<file path="src/rtl/bt_pkg.sv">
package bt_pkg;

    localparam int unsigned OPND_W = 64;
    localparam int unsigned HALF_W = 32;
    localparam int unsigned OFF_W  = 16;
    localparam int unsigned IMM_W  = 32;
    localparam int unsigned CODE_W = 4;

    typedef enum logic [CODE_W-1:0] {
        JC_ALWAYS = 4'd0,
        JC_EQ     = 4'd1,
        JC_GTU    = 4'd2,
        JC_GEU    = 4'd3
    } jcode_e;

    typedef struct packed {
        logic take;
        logic bad;
    } verdict_t;

    function automatic logic [OPND_W-1:0] widen_imm(input logic [IMM_W-1:0] v);
        return OPND_W'(signed'(v));
    endfunction

    function automatic logic code_known(input logic [CODE_W-1:0] c);
        return c <= CODE_W'(JC_GEU);
    endfunction

endpackage

</file>
<file path="src/rtl/bt_cond_eval.sv">
module bt_cond_eval
    import bt_pkg::*;
(
    input  logic [CODE_W-1:0] code,
    input  logic              cls32,
    input  logic              src_sel,
    input  logic [OPND_W-1:0] dst,
    input  logic [OPND_W-1:0] srcv,
    input  logic [IMM_W-1:0]  imm,
    output verdict_t          verdict
);
    logic [OPND_W-1:0] rhs;
    logic [OPND_W-1:0] lhs_c;
    logic [OPND_W-1:0] rhs_c;
    logic              eq;
    logic              gtu;
    logic              hit;

    always_comb begin
        rhs = src_sel ? srcv : widen_imm(imm);
        if (cls32) begin
            lhs_c = {{(OPND_W-HALF_W){1'b0}}, dst[HALF_W-1:0]};
            rhs_c = {{(OPND_W-HALF_W){1'b0}}, rhs[HALF_W-1:0]};
        end else begin
            lhs_c = dst;
            rhs_c = rhs;
        end
        eq  = (lhs_c == rhs_c);
        gtu = (lhs_c > rhs_c);
    end

    always_comb begin
        hit         = 1'b0;
        verdict.bad = 1'b0;
        unique case (code)
            CODE_W'(JC_ALWAYS): begin
                hit         = !src_sel;
                verdict.bad = src_sel;
            end
            CODE_W'(JC_EQ):  hit = eq;
            CODE_W'(JC_GTU): hit = gtu;
            CODE_W'(JC_GEU): hit = gtu | eq;
            default:         verdict.bad = 1'b1;
        endcase
        verdict.take = hit & ~verdict.bad;
    end

    // an unknown code can never be reported as taken
    always_comb begin
        if (!code_known(code))
            a_r12_unknown_not_taken: assert (!verdict.take);
    end

endmodule

</file>
<file path="src/rtl/bt_target_calc.sv">
module bt_target_calc
    import bt_pkg::*;
#(
    parameter int unsigned PC_W = 32
) (
    input  logic [PC_W-1:0]  pc,
    input  logic             use_imm,
    input  logic [OFF_W-1:0] off,
    input  logic [IMM_W-1:0] imm,
    output logic [PC_W-1:0]  target,
    output logic [PC_W-1:0]  fallthru
);
    localparam int unsigned EXT_W = (PC_W > IMM_W) ? PC_W : IMM_W;

    logic [EXT_W-1:0] off_x;
    logic [EXT_W-1:0] imm_x;
    logic [PC_W-1:0]  disp;

    always_comb begin
        off_x    = EXT_W'(signed'(off));
        imm_x    = EXT_W'(signed'(imm));
        disp     = use_imm ? imm_x[PC_W-1:0] : off_x[PC_W-1:0];
        fallthru = pc + PC_W'(1);
        target   = fallthru + disp;
    end

endmodule

</file>
<file path="src/rtl/bt_unit.sv">
module bt_unit
    import bt_pkg::*;
#(
    parameter int unsigned PC_W = 32
) (
    input  logic              clk,
    input  logic              rst,
    input  logic [PC_W-1:0]   pc_i,
    input  logic [3:0]        code_i,
    input  logic              cls32_i,
    input  logic              src_sel_i,
    input  logic [63:0]       dst_i,
    input  logic [63:0]       src_i,
    input  logic [15:0]       off_i,
    input  logic [31:0]       imm_i,
    output logic [PC_W-1:0]   next_pc_o,
    output logic              taken_o,
    output logic              unsupported_o
);
    verdict_t        verdict;
    logic [PC_W-1:0] target;
    logic [PC_W-1:0] fallthru;
    logic            far_form;

    assign far_form = (code_i == CODE_W'(JC_ALWAYS)) & cls32_i;

    bt_cond_eval u_cond (
        .code    (code_i),
        .cls32   (cls32_i),
        .src_sel (src_sel_i),
        .dst     (dst_i),
        .srcv    (src_i),
        .imm     (imm_i),
        .verdict (verdict)
    );

    bt_target_calc #(.PC_W(PC_W)) u_tgt (
        .pc       (pc_i),
        .use_imm  (far_form),
        .off      (off_i),
        .imm      (imm_i),
        .target   (target),
        .fallthru (fallthru)
    );

    always_ff @(posedge clk) begin
        if (rst) begin
            next_pc_o     <= '0;
            taken_o       <= 1'b0;
            unsupported_o <= 1'b0;
        end else begin
            next_pc_o     <= verdict.take ? target : fallthru;
            taken_o       <= verdict.take;
            unsupported_o <= verdict.bad;
        end
    end

    // the flags are exclusive
    a_r12_flags_exclusive: assert property (@(posedge clk) disable iff (rst)
        !(taken_o && unsupported_o));

    // a fall-through lands on the next slot
    a_r11_fallthru_next: assert property (@(posedge clk) disable iff (rst)
        1'b1 |=> (taken_o || next_pc_o == $past(pc_i) + PC_W'(1)));

    // an unconditional jump with the register source bit is rejected
    a_r5_ja_src_rejected: assert property (@(posedge clk) disable iff (rst)
        (code_i == 4'd0 && src_sel_i) |=> (unsupported_o && !taken_o));

    // codes above 3 are rejected
    a_r12_code_rejected: assert property (@(posedge clk) disable iff (rst)
        (code_i > 4'd3) |=> (unsupported_o && !taken_o));

    // the plain unconditional jump is always taken
    a_r3_ja_taken: assert property (@(posedge clk) disable iff (rst)
        (code_i == 4'd0 && !src_sel_i) |=> (taken_o && !unsupported_o));

    // greater-or-equal on equal register operands is taken
    a_r8_geu_equal: assert property (@(posedge clk) disable iff (rst)
        (code_i == 4'd3 && src_sel_i && dst_i == src_i) |=> taken_o);

endmodule

</file>
<file path="config.mk">
export PLATFORM = sky130hd
export DESIGN_NAME = bt_unit
export DESIGN_NICKNAME = d
export VERILOG_FILES = /design/src/rtl/bt_pkg.sv /design/src/rtl/bt_cond_eval.sv /design/src/rtl/bt_target_calc.sv /design/src/rtl/bt_unit.sv
export SDC_FILE = /design/constraint.sdc
export NUM_CORES = 1
export LEC_CHECK = 0
export BUFFER_PORTS_ARGS = -buffer_cell sky130_fd_sc_hd__buf_4
export CELL_PAD_IN_SITES_DETAIL_PLACEMENT = 1
export CELL_PAD_IN_SITES_GLOBAL_PLACEMENT = 1
export CORE_ASPECT_RATIO = 0.6
export CORE_UTILIZATION = 31
export CTS_BUF_LIST = sky130_fd_sc_hd__clkbuf_16
export DETAILED_ROUTE_END_ITERATION = 8
export GPL_ROUTABILITY_DRIVEN = 0
export PLACE_DENSITY = 0.87
export RECOVER_POWER = 100
export REMOVE_ABC_BUFFERS = 1
export SLEW_MARGIN = 30
export SYNTH_ARGS = -nofsm -noshare
export SYNTH_HDL_FRONTEND = slang
export SYNTH_SLANG_ARGS = --single-unit
</file>
<file path="constraint.sdc">
create_clock -name clk -period 4.1 [get_ports clk]
set_input_delay 0.615 -clock clk [delete_from_list [all_inputs] [get_ports clk]]
set_output_delay 0.615 -clock clk [all_outputs]
set_load 0.1 [all_outputs]
</file>
==> run_results.csv, run 1 <==
group,metric,value,unit
global_route,grt-ovfl-total,0,
clocking,clock_path_buffers,2,
placed_design,portBuffers,249,
power,design_power_total,0.00192,W
global_route,track_usage,25.2,%
logic_synthesis,ys_seq_area_share,11.4,%
setup_path,cp.arrival,4.15,ns
sta,hold_violations,0,
logic_synthesis,yosysUniqueCellTypes,65,
setup_path,crit_chain,"buf_4 -> and4_1 -> nand4_1 -> or2_4 -> nor2_2 -> xor2_1 -> ha_1 -> a21oi_2 -> o21bai_1 -> a2111o_1 -> a211oi_2 -> a211oi_2 -> o31a_1 -> or3_1 -> a32o_1",
logic_synthesis,async_flop_share,0,%
placed_design,dp_hpwl,21300,um
setup_path,critPathKind,"input port to register",
route,drt_wl_total,25200,um
global_route,grt_max_degree,65,
setup_path,crit_top_cell,"a211oi_2",
setup_path,path_delay_family,"compound AO/OA/AOI/OAI gates",
layout,drive_gt1_share,27.9,%
logic_synthesis,yosys.area.top_type,"ha_1",
layout,num_antenna_cells,0,
floorplanning,die_w,181,um
floorplanning,die-area,19900,um^2
setup_path,endpoint_kind,"register",
placed_design,dp_slack,-0.338,ns
sta,drv_slew,0,
layout,syn_to_final_growth,43.3,%
floorplanning,start_util,32.4,%
logic_synthesis,ys_top_cells_by_area,"ha_1 (20%), dfxtp_1 (11%), a21o_1 (9.8%)",
logic_synthesis,syn_area,5980,um^2
sta,period_needed,3.96,ns
sta,slew_headroom,17.0,%
route,dr.first_iter.drc_count,339,
setup_path,cp-start-kind,"input port",
route,first_pass_iters,5,
logic_synthesis,yosys_warnings,0,
global_route,grt_pass1_wl,39400,um
global_route,antenna_found_initial,0,
logic_synthesis,synth.most_common_cell,"nand2_1",
logic_synthesis,postSynthCellCount,794,
setup_path,cp_max_fo,5,
setup_path,cp_num_buf_inv,1,
global_route,grt_pass1_vias,7367,
logic_synthesis,syn_area_per_cell,7.54,um^2
layout,fin_nets,1390,
clocking,clk_pin_slew,0.07,ns
setup_path,critPathMaxStageDelay,0.47,ns
sta,worstMarginPinSlew,1.25,ns
power,power.leakage,4.45,nW
clocking,clock-sinks,34,
sta,setup_slack,0.139,ns
clocking,cts_tree,"built",
clocking,htreeDepth,2,
min_path,hold_path.class,"input port to register",
route,drtAntennaViolNets,0,
route,wl_per_cell,19.1,um
power,peakVddDrop,0.184,mV
sta,max_freq,252,MHz
sta,post-route-period-util,96.6,%
clocking,cts_buffers,5,
route,vias_per_cell,5.36,
route,vias,7060,
logic_synthesis,synth_top_area_share,20.1,%
floorplanning,rows,38,
job,drv_cap,0,
logic_synthesis,synth_common_cells,"nand2_1 (117), ha_1 (96), a21o_1 (78)",
setup_path,cp.required,4.29,ns
clocking,cts-root-buf,"clkbuf_16",
logic_synthesis,ys_seq_elements,34,
route,drc,0,
floorplanning,io_pins,250,
sta,setup_viol,0,
setup_path,crit_slowest_cell,"a2111o_1",
outcome,status,"complete, no violations",
floorplanning,core_region_area,18500,um^2
logic_synthesis,synth_edf_count,0,
logic_synthesis,yosys_most_used_dff,"dfxtp_1",
floorplanning,die_y,110,um
power,powerDensity,224,nW/um^2
kinds of logic after synthesis:
kind of cell    share of synthesized area, %
compound gates                          23.9
flops                                   11.4
fa+ha+maj                               20.4
mux                                     8.38
xor+xnor                                7.61
simple gates                            25.0
buf+inv                                 3.41
power breakdown:
| part | internal (W) | total, W | switching [W] |
|---|---|---|---|
| Sequential | 0.000357 | 0.000366 | 0.00000972 |
| Clock | 0.000223 | 0.000403 | 0.000180 |
| Combinational | 0.000473 | 0.00115 | 0.000676 |
| Total | 0.00105 | 0.00192 | 0.000866 |
per-stage QoR:
stage	util (%)	area [um^2]	hold slack [ns]	TNS, ns	std cells
finish	46.4	8570	0.562	0	1318
detailed placement	46.0	8500	0.871	-1.12	1309
floorplan	-	5830	0.684	-0.702	760
global route	46.4	8570	0.564	-0.0232	1318
CTS	46.7	8650	0.559	0	1317
global placement	46.0	8500	0.868	-0.487	1309
cells in the final DEF, fill, tap and decap left out, types with 5 or more instances in the layout:
cell type  Yosys  routed
a211oi_1      11       9
a21o_1        78      78
a21oi_1       51      50
a31oi_1        5       5
and3_1         9       8
and4_1         5       5
buf_4          1     268
clkbuf_1      27      35
clkbuf_16      0       5
dfxtp_1       34      34
ha_1          96      96
inv_1         12      12
mux2i_1       49      49
nand2_1      117     117
nand2b_1      10       9
nand3_1       27      27
nand4_1       25      25
nor2_1        39      38
nor2b_1       33      33
nor3_1        12      10
o21ai_0       22      24
o21bai_1       8       8
or3_1          8       8
xnor2_1       37      35
xor2_1        15      15
layout make-up:
class                           instances  area (um^2)
Sequential cell                        34          681
Multi-Input combinational cell        713         5160
Clock inverter                          3         16.3
Clock buffer                            5          125
Inverter                               13         48.8
Tap cell                              240          300
Timing Repair Buffer                  310         2240
Fill cell                            2330         9920
worst paths after layout:
path / startpoint / end / cells after the start
worst min-delay path: pc_i[0] / next_pc_o[0]$_SDFF_PP0_ / 2
worst max-delay path: pc_i[3] / next_pc_o[30]$_SDFF_PP0_ / 15
flip-flops by register name (all words and copies together), names as in the netlist:
register,count
next_pc_o,32
taken_o,1
unsupported_o,1
repair_timing:
action / in CTS / in global routing
gates resized for setup: 1 / 13
hold buffers: 0 / 0
setup endpoints to repair: 2 / 5
setup buffers: 0 / 1
cloned: 0 / 0
pin swaps: 0 / 3
routing by layer:
layer  GRT usage (%)  wire [um]  up-vias
li1                -          -     3461
met1            33.9      12100     3337
met2            42.4      11200      232
met3            4.50       1470       30
met4            5.27        418        0
met5               0          0        -
(Power assumes the default switching activity.)
==> run 2, diff against run 1 <==
- CORE_MARGIN: unset -> 1
- RECOVER_POWER: 100 -> unset
==> run_results.csv, run 2 (same netlist as run 1, synthesis figures left out) <==
group,metric,value,unit
global_route,grt_pass1_wl,39400,um
sta,drv_slew,0,
power,peakVddDrop,0.192,mV
layout,top_register,"next_pc_o",
setup_path,cp-start-kind,"input port",
layout,seq_area,681,um^2
route,dr.first_iter.drc_count,379,
clocking,clk_pin_slew,0.07,ns
layout,layout_common_cells,"buf_4 (306), nand2_1 (117), ha_1 (96)",
sta,slew_headroom,62.8,%
power,power.leakage,4.58,nW
layout,final_area,8710,um^2
sta,post-route-period-util,96.3,%
global_route,grt_max_degree,65,
sta,period_needed,3.95,ns
setup_path,cp.arrival,4.13,ns
layout,largest_register_ffs,32,
global_route,grt-ovfl-total,0,
clocking,cts_buffers,5,
placed_design,dp_hpwl,21300,um
route,drt_wl_total,25200,um
layout,fill_cells,2299,
clocking,clock-sinks,34,
route,first_pass_iters,5,
global_route,grt_pass1_vias,7367,
route,wl_per_cell,19.1,um
sta,setup_viol,0,
clocking,cts-root-buf,"clkbuf_16",
floorplanning,rows,38,
sta,max_freq,253,MHz
layout,final_common_cell,"buf_4",
setup_path,critPathKind,"input port to register",
min_path,hp-start,"pc_i[0]",
min_path,hold_depth,2,
setup_path,endpoint_kind,"register",
clocking,cts_tree,"built",
floorplanning,die-area,19900,um^2
floorplanning,start_util,32.4,%
route,vias_per_cell,5.35,
route,vias,7046,
layout,reg.largest.list,"next_pc_o: 32 flops, taken_o: 1 flops, unsupported_o: 1 flops",
setup_path,cp.required,4.29,ns
min_path,hold_end,"next_pc_o[0]$_SDFF_PP0_",
power,powerDensity,223,nW/um^2
clocking,clock_path_buffers,2,
placed_design,portBuffers,249,
global_route,track_usage,25.2,%
floorplanning,io_pins,250,
outcome,status,"complete, no violations",
layout,multi_input_area,5160,um^2
layout,fin_nets,1390,
route,drc,0,
sta,hold_violations,0,
placed_design,dpl_cell_area,8500,um^2
min_path,hold_path.class,"input port to register",
floorplanning,core_region_area,18500,um^2
layout,syn_to_final_growth,45.6,%
layout,num_antenna_cells,0,
floorplanning,die_w,181,um
setup_path,cp_max_fo,5,
sta,worstMarginPinSlew,0.554,ns
job,drv_cap,0,
route,drtAntennaViolNets,0,
sta,holdWs,0.562,ns
clocking,htreeDepth,2,
clocking,postCtsHoldBufs,0,
layout,drive_gt1_share,31.2,%
global_route,antenna_found_initial,0,
floorplanning,die_y,110,um
power,design_power_total,0.00194,W
sta,setup_tns,0,ns
[run 2: changes by cell type in the layout (fill, tap and decap cells not counted)]
cell,before,now
clkbuf_2,3,0
buf_4,268,306
o21ai_1,2,5
o21ai_0,24,21
clkbuf_1,35,0
[run 2: how the worst max path moves through the flow]
stage          slack, ns                        to  cells past startpoint  startpoint
5_1_grt            -0.02  next_pc_o[30]$_SDFF_PP0_                     15     pc_i[3]
3_5_place_dp       -0.34  next_pc_o[29]$_SDFF_PP0_                     17     pc_i[3]
4_1_cts             0.01  next_pc_o[29]$_SDFF_PP0_                     17     pc_i[3]
2_1_floorplan      -0.25  next_pc_o[30]$_SDFF_PP0_                     12   src_sel_i
6_report            0.15  next_pc_o[30]$_SDFF_PP0_                     15     pc_i[3]
3_3_place_gp       -0.18  next_pc_o[29]$_SDFF_PP0_                     17     pc_i[3]
[run 2: routing by layer]
metal  global-route usage, %  part of all wire (%)  vias up
met2                    42.4                    44      236
met3                    4.50                   6.1       28
met1                    33.9                    48     3322
met4                    5.27                   1.6        0
li1                        -                     -     3460
met5                       0                     0        -
[run 2: critical path, cell delays in order]
cell and delay (ns):
buf_4 0.08, and4_1 0.22, nand4_1 0.17, or2_4 0.34, nor2_2 0.15, xor2_1 0.23
ha_1 0.31, a21oi_2 0.16, o21bai_1 0.08, a2111o_1 0.46, a211oi_2 0.31, a211oi_2 0.14
o31a_1 0.28, or3_1 0.31, a32o_1 0.26
[run 2: power breakdown]
part           total [W]  internal, W  switching (W)
clock           0.000402     0.000223       0.000179
sequential      0.000367     0.000357      0.0000104
combinational    0.00117     0.000497       0.000675
total            0.00194      0.00108       0.000864
[run 2: stage by stage]
stage          instances  util, %  setup slack [ns]
2_1_floorplan        760        -            -0.253
3_3_place_gp        1309     46.0            -0.179
3_5_place_dp        1309     46.0            -0.338
4_1_cts             1317     46.7           0.00997
5_1_grt             1318     47.1           -0.0232
6_report            1318     47.1             0.151
[run 2: repair_timing]
item	CTS	global route
gates resized for setup	1	13
gates cloned	0	0
setup buffers	0	1
setup endpoints to repair	2	5
pin swaps	0	3
[run 2: final cells by class]
type | count | area share, %
clock buffers | 5 | 1.44
clock inverters | 3 | 0.187
inverters | 13 | 0.560
multi-input cells | 713 | 59.3
flip-flops and latches | 34 | 7.81
well taps | 240 | 3.45
repair buffers | 310 | 27.3
==> run 3, diff against run 2 <==
- BUFFER_PORTS_ARGS: -buffer_cell sky130_fd_sc_hd__buf_4 -> unset
- CORE_ASPECT_RATIO: 0.6 -> 0.5
- CORE_UTILIZATION: 31 -> 42
- DONT_BUFFER_PORTS: unset -> 1
- PLACE_DENSITY: 0.87 -> 0.88
==> run_results.csv, run 3 (same netlist as run 1, synthesis figures left out) <==
group,metric,value,unit
power,power.leakage,3.18,nW
sta,post-route-period-util,96.8,%
floorplanning,core_region_area,13700,um^2
layout,reg.largest.list,"next_pc_o: 32 flops, taken_o: 1 flops, unsupported_o: 1 flops",
sta,setup_viol,0,
placed_design,dp_slack,-0.0927,ns
clocking,clk_pin_slew,0.06,ns
setup_path,critPathMaxStageDelay,0.45,ns
global_route,grtUsageMet1,31.3,%
global_route,grt-ovfl-total,0,
route,dr.first_iter.drc_count,224,
sta,drv_slew,0,
clocking,cts-root-buf,"clkbuf_16",
global_route,grt_util_met3,6.07,%
layout,largest_register_ffs,32,
setup_path,cp.arrival,4.15,ns
global_route,track_usage,27.4,%
route,vias,6130,
setup_path,crit_chain,"and4_1 -> nand4_1 -> or2_1 -> nor2_1 -> xor2_1 -> ha_1 -> a21oi_1 -> o21bai_1 -> a2111o_1 -> a211oi_1 -> a211oi_1 -> o31a_1 -> or3_1 -> a32o_1",
sta,period_needed,3.97,ns
clocking,cts_buffers,5,
layout,final_common_cell,"nand2_1",
clocking,clock-sinks,34,
power,peakVddDrop,0.149,mV
route,first_pass_iters,4,
clocking,clock_path_buffers,2,
layout,layout_common_cells,"nand2_1 (117), ha_1 (96), a21o_1 (78)",
layout,drive_gt1_share,5.52,%
sta,slew_headroom,34.3,%
min_path,hold_end,"next_pc_o[10]$_SDFF_PP0_",
layout,fin_nets,1111,
floorplanning,die-area,14800,um^2
min_path,hold_path.class,"input port to register",
setup_path,crit_slowest_cell,"a2111o_1",
global_route,grt_use_met2,51.5,%
placed_design,portBuffers,0,
setup_path,cp_num_buf_inv,0,
global_route,grt_pass1_wl,31600,um
min_path,hp-start,"rst",
job,drv_cap,0,
setup_path,critPathKind,"input port to register",
power,powerDensity,250,nW/um^2
setup_path,cp-start-kind,"input port",
global_route,grt_max_degree,68,
setup_path,endpoint_kind,"register",
setup_path,cp_max_fo,4,
route,vias_per_cell,6.19,
clocking,cts_tree,"built",
layout,final_util,47.0,%
layout,syn_to_final_growth,8.01,%
sta,setup_slack,0.130,ns
floorplanning,die_w,171,um
route,drt_wl_total,21000,um
setup_path,crit_top_cell,"a211oi_1",
global_route,top_usage_layer,"met2",
route,drtAntennaViolNets,0,
global_route,grt_pass1_vias,6268,
sta,rsz0062_at_grt,"false",
outcome,status,"complete, no violations",
clocking,ctsResizeCount,0,
floorplanning,die_y,86.4,um
setup_path,path_delay_family,"compound AO/OA/AOI/OAI gates",
setup_path,cp.required,4.28,ns
clocking,cts_setup_buffers,0,
clocking,htreeDepth,2,
layout,top_register,"next_pc_o",
route,wl_per_cell,21.2,um
min_path,hold_depth,1,
sta,max_freq,252,MHz
route,drc,0,
layout,fill_cells,1706,
sta,worstMarginPinSlew,0.984,ns
clocking,postCtsHoldBufs,0,
global_route,antenna_found_initial,0,
floorplanning,rows,30,
sta,hold_violations,0,
floorplanning,io_pins,250,
placed_design,dp_hpwl,17300,um
floorplanning,start_util,43.6,%
[run 3: cell types whose count changed in the layout (fill, tap and decap cells not counted), sizes merged]
cell	change
clkinvlp	-1
diode	+1
buf	-279
clkinv	-1
[run 3: layer usage]
| metal | part of all wire (%) | vias to the layer above |
|---|---|---|
| met4 | 2.2 | 0 |
| met3 | 6.5 | 51 |
| li1 | - | 2905 |
| met2 | 49 | 217 |
| met5 | 0 | - |
| met1 | 42 | 2957 |
[run 3: through the flow]
stage                     hold WS, ns  instances  total power (W)  instance area [um^2]  setup TNS [ns]
after floorplan                 0.684        760          0.00106                  5830          -0.702
after detailed placement        0.693        983          0.00124                  6330          -0.207
after global routing            0.386        989          0.00170                  6460               0
after CTS                       0.390        989          0.00161                  6460               0
after global placement          0.690        983          0.00120                  6330               0
final                           0.384        990          0.00162                  6460               0
[run 3: how the worst max path moves through the flow]
stage	from	endpoint	cells past startpoint
3_3_place_gp	pc_i[3]	next_pc_o[30]$_SDFF_PP0_	14
4_1_cts	pc_i[3]	next_pc_o[30]$_SDFF_PP0_	14
6_report	pc_i[3]	next_pc_o[30]$_SDFF_PP0_	14
3_5_place_dp	pc_i[3]	next_pc_o[30]$_SDFF_PP0_	14
2_1_floorplan	src_sel_i	next_pc_o[30]$_SDFF_PP0_	12
5_1_grt	pc_i[3]	next_pc_o[30]$_SDFF_PP0_	14
[run 3: layout make-up]
cell class	instances	area (um^2)	share of cell area, %
clock buffers	5	125	1.94
flip-flops and latches	34	682	10.5
repair buffers	31	258	3.99
inverters	13	48.8	0.755
clock inverters	1	3.75	0.0581
diodes	1	2.50	0.0387
multi-input cells	713	5100	79.0
well taps	192	240	3.72
[run 3: power by group]
part / leakage [nW] / total (W) / internal, W / switching (W)
Combinational: 2.84 / 0.000682 / 0.000311 / 0.000371
Sequential: 0.284 / 0.000561 / 0.000357 / 0.000204
Clock: 0.0632 / 0.000373 / 0.000217 / 0.000157
